`config.mk`:
```
export PLATFORM = sky130hd
export DESIGN_NAME = sec_trim_unit
export DESIGN_NICKNAME = d
export VERILOG_FILES = /design/src/rtl/sec_trim_pkg.sv /design/src/rtl/sec_trim_divider.sv /design/src/rtl/sec_trim_position.sv /design/src/rtl/sec_trim_unit.sv
export SDC_FILE = /design/constraint.sdc
export NUM_CORES = 1
export LEC_CHECK = 0
export BUFFER_PORTS_ARGS = -buffer_cell sky130_fd_sc_hd__buf_2
export CAP_MARGIN = 20
export CELL_PAD_IN_SITES_DETAIL_PLACEMENT = 0
export CELL_PAD_IN_SITES_GLOBAL_PLACEMENT = 1
export CORE_MARGIN = 5
export CORE_UTILIZATION = 35
export DETAILED_ROUTE_END_ITERATION = 8
export PLACE_DENSITY = 0.66
export SYNTH_ARGS = -nofsm -noshare
export SYNTH_HDL_FRONTEND = slang
export SYNTH_SLANG_ARGS = --single-unit
```
`constraint.sdc`:
```
create_clock -name clk -period 4.45 [get_ports clk]
set_input_delay 0.445 -clock clk [delete_from_list [all_inputs] [get_ports clk]]
set_output_delay 0.445 -clock clk [all_outputs]
set_load 0.02 [all_outputs]
```
`src/rtl/sec_trim_pkg.sv`:
```
package sec_trim_pkg;

    typedef enum logic {
        TRIM_LOSE = 1'b0,
        TRIM_GAIN = 1'b1
    } trim_dir_e;

    function automatic int unsigned trimmed_len(trim_dir_e dir, int unsigned nom,
                                                int unsigned cut, int unsigned add);
        return (dir == TRIM_GAIN) ? (nom - cut) : (nom + add);
    endfunction

endpackage

```
`src/rtl/sec_trim_divider.sv`:
```
module sec_trim_divider #(
    parameter int CNT_W = 16
) (
    input  logic             clk,
    input  logic             rst_n,
    input  logic             en,
    input  logic [CNT_W-1:0] len,
    output logic             wrap,
    output logic             tick
);
    typedef struct packed {
        logic [CNT_W-1:0] cnt;
        logic             tick;
    } div_state_t;

    div_state_t st_d, st_q;

    always_comb begin
        st_d      = st_q;
        wrap      = en && (st_q.cnt == len - 1'b1);
        st_d.tick = wrap;
        if (en) begin
            st_d.cnt = wrap ? '0 : st_q.cnt + 1'b1;
        end
    end

    always_ff @(posedge clk) begin
        if (!rst_n) st_q <= '0;
        else        st_q <= st_d;
    end

    assign tick = st_q.tick;


    hold_when_idle_chk: assert property (@(posedge clk) disable iff (!rst_n)
        !en |=> $stable(st_q.cnt));


    count_in_range_chk: assert property (@(posedge clk) disable iff (!rst_n)
        st_q.cnt < len);


    tick_single_chk: assert property (@(posedge clk) disable iff (!rst_n)
        st_q.tick |=> !st_q.tick);

endmodule

```
`src/rtl/sec_trim_position.sv`:
```
module sec_trim_position
    import sec_trim_pkg::*;
#(
    parameter int NOM_CYCLES    = 32768,
    parameter int SHORT_DELTA   = 128,
    parameter int LONG_DELTA    = 256,
    parameter int SEC_PER_MIN   = 60,
    parameter int MIN_PER_CYCLE = 64,
    parameter int MAG_W         = 5,
    parameter int CNT_W         = 16
) (
    input  logic             clk,
    input  logic             rst_n,
    input  logic             wrap,
    input  logic             sign_in,
    input  logic [MAG_W-1:0] mag_in,
    output logic [CNT_W-1:0] len,
    output logic             min_tick
);
    localparam int SEC_W = $clog2(SEC_PER_MIN);
    localparam int MIN_W = $clog2(MIN_PER_CYCLE);
    localparam logic [SEC_W-1:0] SEC_LAST = SEC_W'(SEC_PER_MIN - 1);
    localparam logic [MIN_W-1:0] MIN_LAST = MIN_W'(MIN_PER_CYCLE - 1);
    localparam logic [CNT_W-1:0] LEN_NOM  = CNT_W'(NOM_CYCLES);
    localparam logic [CNT_W-1:0] LEN_GAIN =
        CNT_W'(trimmed_len(TRIM_GAIN, NOM_CYCLES, SHORT_DELTA, LONG_DELTA));
    localparam logic [CNT_W-1:0] LEN_LOSE =
        CNT_W'(trimmed_len(TRIM_LOSE, NOM_CYCLES, SHORT_DELTA, LONG_DELTA));
    localparam int TOP_TRIM_MIN = 2 * ((1 << MAG_W) - 1);

    typedef struct packed {
        logic [SEC_W-1:0] sec;
        logic [MIN_W-1:0] mn;
        logic             sign;
        logic [MAG_W-1:0] mag;
        logic             mtick;
    } pos_state_t;

    pos_state_t st_d, st_q;
    logic last_sec, last_min, period_end, altered;

    always_comb begin
        st_d       = st_q;
        st_d.mtick = 1'b0;
        last_sec   = (st_q.sec == SEC_LAST);
        last_min   = (st_q.mn == MIN_LAST);
        period_end = wrap && last_sec && last_min;
        if (wrap) begin
            st_d.sec = last_sec ? '0 : st_q.sec + 1'b1;
            if (last_sec) begin
                st_d.mtick = 1'b1;
                st_d.mn    = last_min ? '0 : st_q.mn + 1'b1;
            end
        end
        if (period_end) begin
            st_d.sign = sign_in;
            st_d.mag  = mag_in;
        end
        altered = (st_q.sec == '0) && (32'(st_q.mn) < (32'(st_q.mag) << 1));
        if (!altered)          len = LEN_NOM;
        else if (st_q.sign)    len = LEN_GAIN;
        else                   len = LEN_LOSE;
    end

    always_ff @(posedge clk) begin
        if (!rst_n) begin
            st_q      <= '0;
            st_q.sign <= sign_in;
            st_q.mag  <= mag_in;
        end else begin
            st_q <= st_d;
        end
    end

    assign min_tick = st_q.mtick;


    cfg_hold_chk: assert property (@(posedge clk) disable iff (!rst_n)
        !period_end |=> $stable({st_q.sign, st_q.mag}));


    tail_nominal_chk: assert property (@(posedge clk) disable iff (!rst_n)
        (32'(st_q.mn) >= TOP_TRIM_MIN) |-> (len == LEN_NOM));

endmodule

```
`src/rtl/sec_trim_unit.sv`:
```
module sec_trim_unit #(
    parameter int NOM_CYCLES    = 32768,
    parameter int SHORT_DELTA   = 128,
    parameter int LONG_DELTA    = 256,
    parameter int SEC_PER_MIN   = 60,
    parameter int MIN_PER_CYCLE = 64,
    parameter int MAG_W         = 5
) (
    input  logic             clk,
    input  logic             rst_n,
    input  logic             osc_en,
    input  logic             cal_sign,
    input  logic [MAG_W-1:0] cal_mag,
    output logic             sec_tick,
    output logic             min_tick
);
    localparam int CNT_W = $clog2(NOM_CYCLES + LONG_DELTA + 1);

    logic [CNT_W-1:0] sec_len;
    logic             sec_wrap;

    sec_trim_divider #(
        .CNT_W (CNT_W)
    ) div_i (
        .clk   (clk),
        .rst_n (rst_n),
        .en    (osc_en),
        .len   (sec_len),
        .wrap  (sec_wrap),
        .tick  (sec_tick)
    );

    sec_trim_position #(
        .NOM_CYCLES    (NOM_CYCLES),
        .SHORT_DELTA   (SHORT_DELTA),
        .LONG_DELTA    (LONG_DELTA),
        .SEC_PER_MIN   (SEC_PER_MIN),
        .MIN_PER_CYCLE (MIN_PER_CYCLE),
        .MAG_W         (MAG_W),
        .CNT_W         (CNT_W)
    ) pos_i (
        .clk      (clk),
        .rst_n    (rst_n),
        .wrap     (sec_wrap),
        .sign_in  (cal_sign),
        .mag_in   (cal_mag),
        .len      (sec_len),
        .min_tick (min_tick)
    );


    minute_on_tick_chk: assert property (@(posedge clk) disable iff (!rst_n)
        min_tick |-> sec_tick);


    reset_quiet_chk: assert property (@(posedge clk)
        !rst_n |=> (!sec_tick && !min_tick));

endmodule

```
==> results of run 1 <==
cells by family after synthesis:
| logic type | Yosys count | share of synthesized area [%] |
|---|---|---|
| AO/OA/AOI/OAI | 24 | 9.78 |
| multiplexers | 2 | 1.36 |
| adder cells (fa/ha/maj) | 8 | 5.71 |
| buffers and inverters | 14 | 3.36 |
| XOR/XNOR | 15 | 7.50 |
| AND/OR/NAND/NOR | 92 | 27.7 |
| flip-flops | 36 | 44.6 |
through the flow:
stage / area [sq um] / total power [mW] / instances / utilization (%)
2_1_floorplan: 1750 / 0.362 / 191 / -
3_3_place_gp: 1860 / 0.370 / 264 / 39.0
3_5_place_dp: 1860 / 0.371 / 264 / 39.0
4_1_cts: 1950 / 0.608 / 272 / 40.8
5_1_grt: 1950 / 0.621 / 272 / 40.8
6_report: 1950 / 0.595 / 272 / 40.8
worst reg2reg max path: cells and delay by family, from the launching register on:
kind,cells,cell delay [ns]
AND/OR/NAND/NOR,1,0.05
AO/OA/AOI/OAI,4,1.63
adder cells (fa/ha/maj),1,0.29
flip-flops,1,0.34
buffers and inverters,1,0.05
metal layers:
layer	vias up	track usage [%]	share of wire [%]	wire, microns
met5	-	0	0	0
met1	606	13.4	50	1670
met4	0	5.07	1.3	43
met2	15	17.7	45	1510
li1	688	-	-	-
met3	5	3.22	3.2	106
Yosys cell counts (3+ instances only):
| cell type | n |
|---|---|
| inv_1 | 9 |
| nand2_1 | 22 |
| o21a_1 | 3 |
| ha_1 | 8 |
| edfxtp_1 | 6 |
| xor2_1 | 10 |
| a21oi_1 | 7 |
| xnor2_1 | 5 |
| o21ai_0 | 5 |
| nor2_1 | 27 |
| dfxtp_1 | 30 |
| nand3_1 | 11 |
| nor3_1 | 3 |
| and3_1 | 4 |
final cells by class:
| type | instances | area, sq um | share of cell area, % |
|---|---|---|---|
| clock buffer | 8 | 90.1 | 4.61 |
| inverter | 10 | 37.5 | 1.92 |
| multi-input combinational | 141 | 912 | 46.7 |
| sequential | 36 | 781 | 39.9 |
| tap | 67 | 83.8 | 4.29 |
| timing repair buffer | 10 | 50.0 | 2.56 |
flip-flops by register name (all words and copies together) (netlist names):
signal          flops
div_i.st_q         16
pos_i.min_tick      1
pos_i.st_q         18
div_i.tick          1
power by group through the flow:
stage / Sequential (mW) / Combinational (mW) / Clock, mW
finish: 0.340 / 0.0226 / 0.232
global route: 0.341 / 0.0256 / 0.255
CTS: 0.340 / 0.0232 / 0.245
detailed placement: 0.348 / 0.0230 / 0
global placement: 0.348 / 0.0219 / 0
floorplan: 0.347 / 0.0150 / 0
how the worst max path moves through the flow:
stage                                 start                       to  depth (start not counted)
finish              pos_i.st_q[3]$_DFFE_PP_  pos_i.st_q[4]$_DFFE_PP_                          7
global route        pos_i.st_q[3]$_DFFE_PP_  pos_i.st_q[6]$_DFFE_PP_                          7
CTS                 pos_i.st_q[3]$_DFFE_PP_  pos_i.st_q[3]$_DFFE_PP_                          7
detailed placement  pos_i.st_q[3]$_DFFE_PP_  pos_i.st_q[1]$_DFFE_PP_                          7
global placement                     osc_en  pos_i.st_q[6]$_DFFE_PP_                          6
floorplan           pos_i.st_q[3]$_DFFE_PP_  pos_i.st_q[1]$_DFFE_PP_                          8
==> summary.txt, run 1 <==
Yosys
  • Post-synthesis cell type count: 44
  • Cell count after synthesis: 191
  • Yosys warns: 0
  • Synth area leaders: dfxtp_1 (34%), edfxtp_1 (10%), nor2_1 (5.8%), ha_1 (5.7%), xor2_1 (5.0%)
  • Syn nets: 208
  • Syn_area_per_cell: 9.17 sq um
  • Post-synth top area share: 34.3%
  • Synth area leader: dfxtp_1
  • Flops & latches, synth: 36
  • Synth Flop Type: dfxtp_1
  • Asr flop ratio synth: 0%
  • Syn Std Cell Area: 1750 sq um
  • Number of synthesized flops with an enable pin: 6
  • Post-synthesis sequential area ratio: 44.6%

Run
  • Number of max-cap violations: 0

Floorplan
  • Initial core utilization: 36.6%
  • Cell Rows: 25
  • Ports: 11
  • Die area: 6520 sq um
  • Height of the die: 80.7 microns
  • Die width: 80.7 microns
  • Core area: 4790 sq um

Worst setup path
  • Critical Path AT: 2.64 ns
  • Most used cell, CP: o21ai_0
  • Reg2Reg Depth: 7
  • WP buf/inv: 1
  • Worst-path cell chain: inv_1, ha_1, nand2_1, o21ai_0, a31oi_4, o21bai_1, o21ai_0
  • CP Class: reg2reg
  • RR Startpoint: pos_i.st_q[3]$_DFFE_PP_
  • WP data required: 4.37 ns
  • Crit start category: register
  • Worst r2r dst: pos_i.st_q[4]$_DFFE_PP_
  • Reg2Reg Setup Slack: 1.74 ns
  • CP Capture Type: register
  • Crit path largest cell delay: 0.73 ns
  • Slowest CP cell: o21bai_1
  • Crit path max fanout: 13
  • Crit path max-delay family: compound AO/OA/AOI/OAI gates

Global routing
  • Overflow after GRT: 0
  • Number of global-route vias before repair: 1235
  • Pin count of the biggest net entering global routing: 15
  • Initial antenna violation count: 0
  • First-pass GRT wire length: 5.49 mm
  • Gr usage total: 10.9%

Timing
  • Slew Viols, Final: 0
  • TNS Setup: 0 ns
  • Tcrit/Tclk final: 61.0%
  • Max Fclk: 0.369 GHz
  • WHS: 0.340 ns
  • Fin crit period: 2.71 ns
  • Final setup viols: 0
  • Final hold violations: 0
  • Max-Slew Margin vs Limit: 40.8%
  • Setup ws final: 1.74 ns
  • Slew at the pin with the worst max-slew slack: 0.887 ns
  • Clk_skew: 0.00290 ns
  • RSZ-0062 raised after global routing: no

Final layout
  • Filler instances: 491
  • Antenna cell count: 0
  • Most common cell after layout, fill and taps aside: dfxtp_1
  • Layout Nets: 221
  • Area grow syn2layout: 11.6%
  • Ratio of cells with drive above 1 in the final layout: 12.7%
  • Most frequent cells in the layout: dfxtp_1 (30), nor2_1 (27), nand2_1 (22)

Power
  • Maximum vdd drop: 166 uV
  • Gate power share: 3.8%
  • Leak Pwr: 0.739 nW
  • PD cells: 304 nW/um^2
  • Int Pwr: 0.472 mW
  • Switching share of total power: 20.6%
  • Register share of total power: 57.2%
  • Clock Power Share: 39.0%
  • P_sw: 0.123 mW

Min path
  • Hold Path Class: in2reg
  • Min-Delay Endpoint: pos_i.st_q[2]$_DFFE_PP_
  • Worst Hold Depth: 1
  • Hold Path Origin: cal_mag[1]

Clocking
  • Root buffer cell: clkbuf_8
  • CTS hold repair buffers: 0
  • H-tree depth: 2
  • CTS tree: done
  • Post-CTS Setup Inserts: 0
  • Post-CTS sizing: 0
  • Clk pin slew, worst setup/hold paths: 0.07 ns
  • Clock Sinks: 36
  • Worst-Skew Late Latency: 0.28 ns
  • Clock buffer depth: 2
  • CTS Buf Count: 5

Run status
  • Status: finished clean

Routing
  • DRT Wirelength: 3.33 mm
  • Drt pass-1 iters: 4
  • Routed Antenna Nets: 0
  • Wirelength per Cell: 12.2 microns
  • Iter 0 DRT Violations: 71
  • Vias: 1314
  • Routed vias/inst: 4.83
  • DRC errors left: 0

Placed design
  • Dpl ws: 1.69 ns
  • HPWL after DPL: 2.42 mm
  • GP Congestion: 0.776
  • Buffers on Ports: 10
Note: power is estimated with default switching activity, not from simulation.
==> run 2: changes to the inputs <==
PLACE_DENSITY = 0.69   (was 0.66)
clock period = 2.2 ns   (was 4.45 ns; I/O delays follow)
==> summary.txt, run 2 (synthesis results as in run 1) <==
Final layout
  • Multi-input gate area: 921 sq um (+0.96%)
  • Most common cell after layout, fill and taps aside: dfxtp_1
  • Final Util: 42.9% (+2.1 points)
  • Layout Nets: 232 (+5.0%)
  • Antenna cell count: 0 (unchanged)
  • Biggest register: pos_i.st_q
  • Reg area: 781 sq um (unchanged)
  • Ratio of cells with drive above 1 in the final layout: 18.1% (+5.4 points)
  • Filler instances: 504 (+2.6%)
  • Max FFs per register: 18 (unchanged)
  • Top Registers: pos_i.st_q x18, div_i.st_q x16
  • Final Cell Area: 2050 sq um (+5.1%)
  • Area grow syn2layout: 17.2%
  • Most frequent cells in the layout: dfxtp_1 (30), nor2_1 (27), nand2_1 (22)
  • Post-route insts no fill: 283 (+4.0%)

Power
  • Register share of total power: 56.9% (-0.3 points)
  • Clock Power Share: 38.8% (-0.2 points)
  • Tot Pwr: 1.21 mW (+100%)
  • Gate power share: 4.2% (+0.4 points)
  • P_sw: 0.281 mW (+130%)
  • Leak Pwr: 0.795 nW (+7.6%)
  • PD cells: 589 nW/um^2 (+93%)
  • Int Pwr: 0.928 mW (+97%)
  • Maximum vdd drop: 398 uV (+140%)
  • Switching share of total power: 23.2% (+2.6 points)

Clocking
  • Clock Sinks: 36 (unchanged)
  • Root buffer cell: clkbuf_8
  • Post-CTS Setup Inserts: 0 (unchanged)
  • H-tree depth: 2 (unchanged)
  • CTS tree: done
  • Clock buffer depth: 2 (unchanged)
  • Clk pin slew, worst setup/hold paths: 0.08 ns (about the same)
  • CTS hold repair buffers: 0 (unchanged)
  • CTS Buf Count: 5 (unchanged)
  • Worst-Skew Late Latency: 0.29 ns (about the same)
  • Post-CTS sizing: 0 (unchanged)

Timing
  • Final hold violations: 0 (unchanged)
  • Max Fclk: 0.497 GHz (+35%)
  • Slew at the pin with the worst max-slew slack: 0.303 ns (-0.583 ns)
  • WHS: 0.100 ns (-0.240 ns)
  • Final setup viols: 0 (unchanged)
  • Clk_skew: 0.0108 ns (+0.00791 ns)
  • Setup ws final: 0.187 ns (-1.55 ns)
  • TNS Setup: 0 ns (unchanged)
  • Max-Slew Margin vs Limit: 79.3% (+39 points)
  • RSZ-0062 raised after global routing: yes
  • Fin crit period: 2.01 ns (-0.699 ns)
  • Slew Viols, Final: 0 (unchanged)
  • Tcrit/Tclk final: 91.5% (+31 points)

Global routing
  • GR peak layer: met2
  • First-pass GRT wire length: 5.69 mm (+3.6%)
  • Met2 GRT Util: 18.1% (+0.41 points)
  • Initial antenna violation count: 0 (unchanged)
  • Gr usage total: 11.2% (+0.30 points)
  • Grt met1 use: 13.8% (+0.40 points)
  • Number of global-route vias before repair: 1296 (+4.9%)
  • Pin count of the biggest net entering global routing: 15 (unchanged)
  • Overflow after GRT: 0 (unchanged)
  • Routing usage on met3: 4.43% (+1.2 points)

Worst setup path
  • CP Class: reg2reg
  • Crit start category: register
  • Critical Path AT: 2.20 ns (-0.44 ns)
  • WP data required: 2.39 ns (-1.98 ns)
  • CP Capture Type: register
  • Crit path max fanout: 9 (-4)

Placed design
  • Buffers on Ports: 10 (unchanged)
  • HPWL after DPL: 2.37 mm (-2.0%)
  • DP Cell Count: 275 (+4.2%)
  • DP Area: 1950 sq um (+4.4%)
  • Dpl ws: 0.0388 ns (-1.65 ns)
  • GP Congestion: 0.730 (-5.9%)

Routing
  • Drt pass-1 iters: 4 (unchanged)
  • Routed vias/inst: 4.76 (-1.5%)
  • DRC errors left: 0 (unchanged)
  • Routed Antenna Nets: 0 (unchanged)
  • Iter 0 DRT Violations: 51 (-28%)
  • Vias: 1346 (+2.4%)
  • DRT Wirelength: 3.24 mm (-2.7%)
  • Wirelength per Cell: 11.4 microns (-6.5%)

Floorplan
  • Ports: 11 (unchanged)
  • Cell Rows: 25 (unchanged)
  • Initial core utilization: 36.6% (unchanged)
  • Die width: 80.7 microns (unchanged)
  • Height of the die: 80.7 microns (unchanged)
  • Die area: 6520 sq um (unchanged)
  • Core area: 4790 sq um (unchanged)

Min path
  • Hold Path Class: in2reg

Run status
  • Status: finished clean

Run
  • Number of max-cap violations: 0 (unchanged)
run 2: cell count changes in the layout (fill, tap and decap cells not counted), sizes merged:
cell,previous run,this run
inv,9,10
clkinv,1,2
clkinvlp,0,1
clkbuf,8,5
buf,10,21
run 2: power groups by stage:
stage	sequential, mW	combinational (mW)	clock [mW]
3_3_place_gp	0.703	0.0515	0
3_5_place_dp	0.704	0.0518	0
2_1_floorplan	0.702	0.0305	0
6_report	0.688	0.0513	0.470
5_1_grt	0.689	0.0586	0.525
4_1_cts	0.688	0.0523	0.495
run 2: final cells by class:
| type | instances | share of cell area, % |
|---|---|---|
| Clock buffer | 5 | 3.35 |
| Clock inverter | 3 | 1.04 |
| Inverter | 10 | 1.83 |
| Multi-Input combinational cell | 141 | 44.9 |
| Sequential cell | 36 | 38.0 |
| Tap cell | 67 | 4.08 |
| Timing Repair Buffer | 21 | 6.83 |
run 2: per-layer routing:
| layer | routed length, microns | vias up |
|---|---|---|
| li1 | - | 711 |
| met4 | 19 | 0 |
| met5 | 0 | - |
| met1 | 1640 | 619 |
| met3 | 102 | 2 |
| met2 | 1470 | 14 |
run 2: final timing paths:
| kind | end | cells past startpoint | slack (ns) | start |
|---|---|---|---|---|
| worst min-delay path | pos_i.st_q[2]$_DFFE_PP_ | 1 | 0.10 | cal_mag[1] |
| worst max-delay path | pos_i.st_q[17]$_SDFFE_PN0N_ | 9 | 0.19 | pos_i.st_q[3]$_DFFE_PP_ |
| worst max register to register | pos_i.st_q[17]$_SDFFE_PN0N_ | 9 | 0.19 | pos_i.st_q[3]$_DFFE_PP_ |
| worst min register to register | pos_i.st_q[7]$_SDFFE_PN0P_ | 2 | 0.49 | pos_i.st_q[7]$_SDFFE_PN0P_ |
run 2: critical path, cell delays in order, from the launching register on:
cell      delay, ns
edfxtp_1       0.38
inv_1          0.06
ha_1           0.23
a21oi_1        0.13
o21ai_1        0.11
a31oi_4        0.25
mux2i_4        0.39
buf_6          0.16
nor4b_1        0.04
o21a_1         0.16
